[src/rtl/lvds_lane_serializer.sv]
module lvds_lane_serializer #(
  parameter int LANES = 4,
  parameter logic [6:0] CLK_PAT = 7'b1100011
) (
  input  logic                     clk_bit,
  input  logic                     rst_n,
  input  logic                     pix_clk,
  input  logic                     rise_sel,
  input  logic                     pd_n,
  input  logic                     narrow,
  input  logic [LANES*7-1:0]       pix_data,
  output logic [LANES-1:0]         lane_out,
  output logic [LANES-1:0]         lane_oe,
  output logic                     fclk_out,
  output logic                     fclk_oe
);
  localparam int FRAME = 7;
  localparam int WIDTH = LANES * FRAME;
  localparam int PW    = $clog2(FRAME);

  logic                           pix_q;
  logic [WIDTH-1:0]               hold;
  logic [LANES-1:0][FRAME-1:0]    sr;
  logic [PW-1:0]                  ph;
  logic                           en;

  wire load = (ph == PW'(FRAME - 1));
  wire cap  = rise_sel ? (pix_clk & ~pix_q) : (~pix_clk & pix_q);
  wire run  = pd_n & en;

  always_ff @(posedge clk_bit or negedge rst_n) begin
    if (!rst_n) begin
      pix_q <= 1'b0;
      hold  <= '0;
      ph    <= '0;
      en    <= 1'b0;
    end else begin
      pix_q <= pix_clk;
      if (cap) hold <= pix_data;
      ph <= load ? '0 : ph + PW'(1);
      if (!pd_n)     en <= 1'b0;
      else if (load) en <= 1'b1;
    end
  end

  for (genvar k = 0; k < LANES; k++) begin : g_lane
    always_ff @(posedge clk_bit or negedge rst_n) begin
      if (!rst_n)    sr[k] <= '0;
      else if (load) sr[k] <= hold[k*FRAME +: FRAME];
      else           sr[k] <= {sr[k][FRAME-2:0], 1'b0};
    end
    assign lane_oe[k]  = run & ~(narrow && (k == LANES - 1));
    assign lane_out[k] = sr[k][FRAME-1] & lane_oe[k];
  end

  assign fclk_oe  = run;
  assign fclk_out = CLK_PAT[PW'(FRAME - 1) - ph] & run;
endmodule

[config.mk]
export PLATFORM = sky130hd
export DESIGN_NAME = lvds_lane_serializer
export DESIGN_NICKNAME = d
export VERILOG_FILES = /design/src/rtl/lvds_lane_serializer.sv
export SDC_FILE = /design/constraint.sdc
export NUM_CORES = 1
export LEC_CHECK = 0
export BUFFER_PORTS_ARGS = -buffer_cell sky130_fd_sc_hd__buf_4
export CORE_ASPECT_RATIO = 0.75
export CORE_MARGIN = 2
export CORE_UTILIZATION = 50
export DETAILED_ROUTE_END_ITERATION = 12
export GPL_TIMING_DRIVEN = 0
export HOLD_SLACK_MARGIN = 0.08
export PLACE_DENSITY = 0.83
export SLEW_MARGIN = 20
export SYNTH_ARGS = -nofsm -noshare
export SYNTH_HDL_FRONTEND = slang
export SYNTH_SLANG_ARGS = --single-unit
[constraint.sdc]
create_clock -name clk_bit -period 3.75 [get_ports clk_bit]
set_input_delay 0 -clock clk_bit [delete_from_list [all_inputs] [get_ports clk_bit]]
set_output_delay 0 -clock clk_bit [all_outputs]
set_load 0.005 [all_outputs]
==> run metrics <==
outcome complete, no violations; RSZ-0062 raised after global routing false; fmax 0.561 GHz; Yosys Warn Count 0; Placed Cells 387; Worst Clk Skew roughly 0.0036 ns; Non-Filler Instances 434; DPL Wire Length approximately 4800 um; Critical Path, Cell by Cell inv_1 -> ha_1 -> buf_2 -> nand2_2 -> buf_4 -> mux2_1; post-route core utilization about two thirds; LEAKAGE 1.71 nW; Root Buffer clkbuf_8; core area ~0.0063 sq mm; first-pass GRT wire length approximately 12,000 um; Setup crit start kind register; synthesized flop and latch total ~60; CTS tree done; Worst-Margin Slew 0.767 ns; Port Buf Inserts between 40 and 50; Worst Path Class, Setup reg -> reg; routability cong. 0.809; Max Slew Vio Count 0; Final WS setup 1.97 ns; minimum clock period 1.78 ns; CP endpoint kind register; Net Count, Synth 302; Post-CTS Setup Inserts 0; Hold Crit Depth 4; FF-to-FF path depth 6; effective utilization at floorplan 51.5%; mapped cell area roughly 0.0032 sq mm; row count 25; Top FF cell, synth dfrtp_1; final setup vio count 0; largest net degree at the start of global routing 62; Via density 5.82; clk sinks 61; hold_ws 0.122 ns; ys async rst share 100%; wirelength, routed about 7500 um; max-cap viol count 0; Worst Hold Class in -> reg; Mean Syn Cell Area 12.3 sq um; Syn-to-layout area delta 28.4%; CP endpoint sr[25]; die area around 0.0071 sq mm; worst r2r src ph[0]; Max VDD drop 275 uV; Total GRT Usage between 20 and 25%; total clock buffers created by CTS 9; 1st-pass router iterations 4; DR WL/cell 17.3 um; antenna viol nets, final 0; Fin. Hold Viols 0; setup TNS 0 ns; Clock transition at path regs approximately 0.070 ns; ant diodes 0; CP required roughly 4.0 ns; Final #Nets 386; reg-to-reg slack, setup 1.97 ns; DR iter-0 viols 155; share of layout cells above drive strength 1 38.5%; crit path DAT 2.00 ns; initial antenna violation count 0; Tcrit/Tclk final 47.5%; Die W 96.9 um; Ports 44; CP max stage delay 0.41 ns; Seq/Total Area, Yosys 47.2%; CTS H-Tree Depth 3; Synth Instances about 260; clock latency on the worst-skew pair 0.34 ns; clk buf depth 2; vias in the first global route 2,441; Yosys cell types 32; Rel. slew slack 48.9%; drt drc 0; Slowest-stage cell, CP dfrtp_1; CP max FO 10; RR Endpoint sr[25]; pwr/cell area 425 mW/mm^2; dpl ws 2.00 ns; # fillers between 400 and 500; GRT Residual Overflow 0; EDFF count, synth 0; Setup crit start ph[0]; via count between 2,000 and 3,000; Die H 73.7 um
==> how the worst min path moves through the flow <==
stage / start / end / slack, ns
4_1_cts: rise_sel / hold[27] / 0.11
3_3_place_gp: rst_n / sr[11] / 0.12
2_1_floorplan: rst_n / en / -0.30
3_5_place_dp: rst_n / sr[10] / 0.12
6_report: rise_sel / hold[6] / 0.12
5_1_grt: rise_sel / hold[6] / 0.14
==> power breakdown <==
part | internal, mW | total (mW) | switching [mW]
combinational | 0.195 | 0.343 | 0.149
sequential | 0.770 | 0.852 | 0.0818
clock | 0.323 | 0.571 | 0.248
==> metal layers <==
metal  GRT usage, %  part of all wire, %  wire length, um  up-vias
li1               -                    -                -     1184
met1           29.8                   46             3430     1245
met2           35.0                   47             3550       92
met3           6.76                  6.2              463        6
met4           6.57                 0.71               53        0
met5              0                    0                0        -
==> cell type report <==
class / count / area (sq um) / share of cell area, %
clock buffers: 12 / 145 / 3.49
plain buffers: 29 / 235 / 5.66
flip-flops and latches: 61 / 1530 / 36.7
repair buffers: 73 / 626 / 15.1
clock inverters: 4 / 47.5 / 1.14
multi-input cells: 169 / 1460 / 35.0
inverters: 5 / 18.8 / 0.452
well taps: 81 / 101 / 2.44
==> logic make-up after synthesis <==
| family | after synthesis | share of synthesized area [%] |
|---|---|---|
| AO/OA/AOI/OAI | 94 | 27.6 |
| flip-flops | 61 | 47.2 |
| AND/OR/NAND/NOR | 45 | 6.92 |
| buffers and inverters | 34 | 7.85 |
| multiplexers | 25 | 8.70 |
| adder cells (fa/ha/maj) | 4 | 1.55 |
| XOR/XNOR | 1 | 0.271 |
==> stage by stage <==
| stage | instance area, sq um | power [mW] |
|---|---|---|
| 2_1_floorplan | 3240 | 1.06 |
| 3_3_place_gp | 3650 | 1.16 |
| 3_5_place_dp | 3650 | 1.18 |
| 4_1_cts | 4160 | 1.78 |
| 5_1_grt | 4160 | 1.86 |
| 6_report | 4160 | 1.77 |
==> registers in the layout (all words and copies together), names as in the netlist <==
signal	flops
hold	28
pix_q	1
en	1
sr	28
ph	3
==> cells in the final DEF (no fill, tap or decap), drive strengths merged <==
cell type	n
buf	69
dfrtp	61
dlygate4sd3	31
o22ai	28
nor2	25
mux2	25
o32ai	23
a211oi	23
clkbuf	14
and3	7
a21oi	7
nand3b	6
a211o	5
o311ai	5
inv	5
ha	4
nand2	3
clkinv	2
o21a	1
and2	1
xor2	1
o21ai	1
or2	1
nand2b	1
a21o	1
nor2b	1
clkinvlp	1
bufinv	1
==> cells in the mapped netlist, types with 2 or more instances <==
cell,n,area [sq um]
inv_1,4,15.0
buf_2,9,45.0
o22ai_2,20,250
mux2_2,15,169
buf_4,10,75.1
mux2_1,10,113
ha_1,4,50.1
nor2_1,25,93.8
buf_6,6,67.6
a211oi_2,15,188
nand3b_1,6,45.0
a211o_1,5,43.8
buf_12,2,40.0
nand2_1,2,7.51
and3_1,7,43.8
a21oi_1,7,35.0
a211oi_1,8,60.1
o311ai_1,5,43.8
o32ai_1,23,201
dfrtp_1,61,1530
clkbuf_1,2,7.51
o22ai_1,8,50.1
==> timing repair <==
action                                 CTS  global route
endpoints found under the hold margin   91             0
hold buffers                            31             0
gates resized for setup                  0             0
==> critical path, delay by kind of cell, from the launching register on <==
family        cells  cell delay, ns
buf+inv           3            0.49
flops             1            0.41
mux               1            0.37
fa+ha+maj         1            0.20
simple gates      1            0.18
Note: power is estimated with default switching activity, not from simulation.
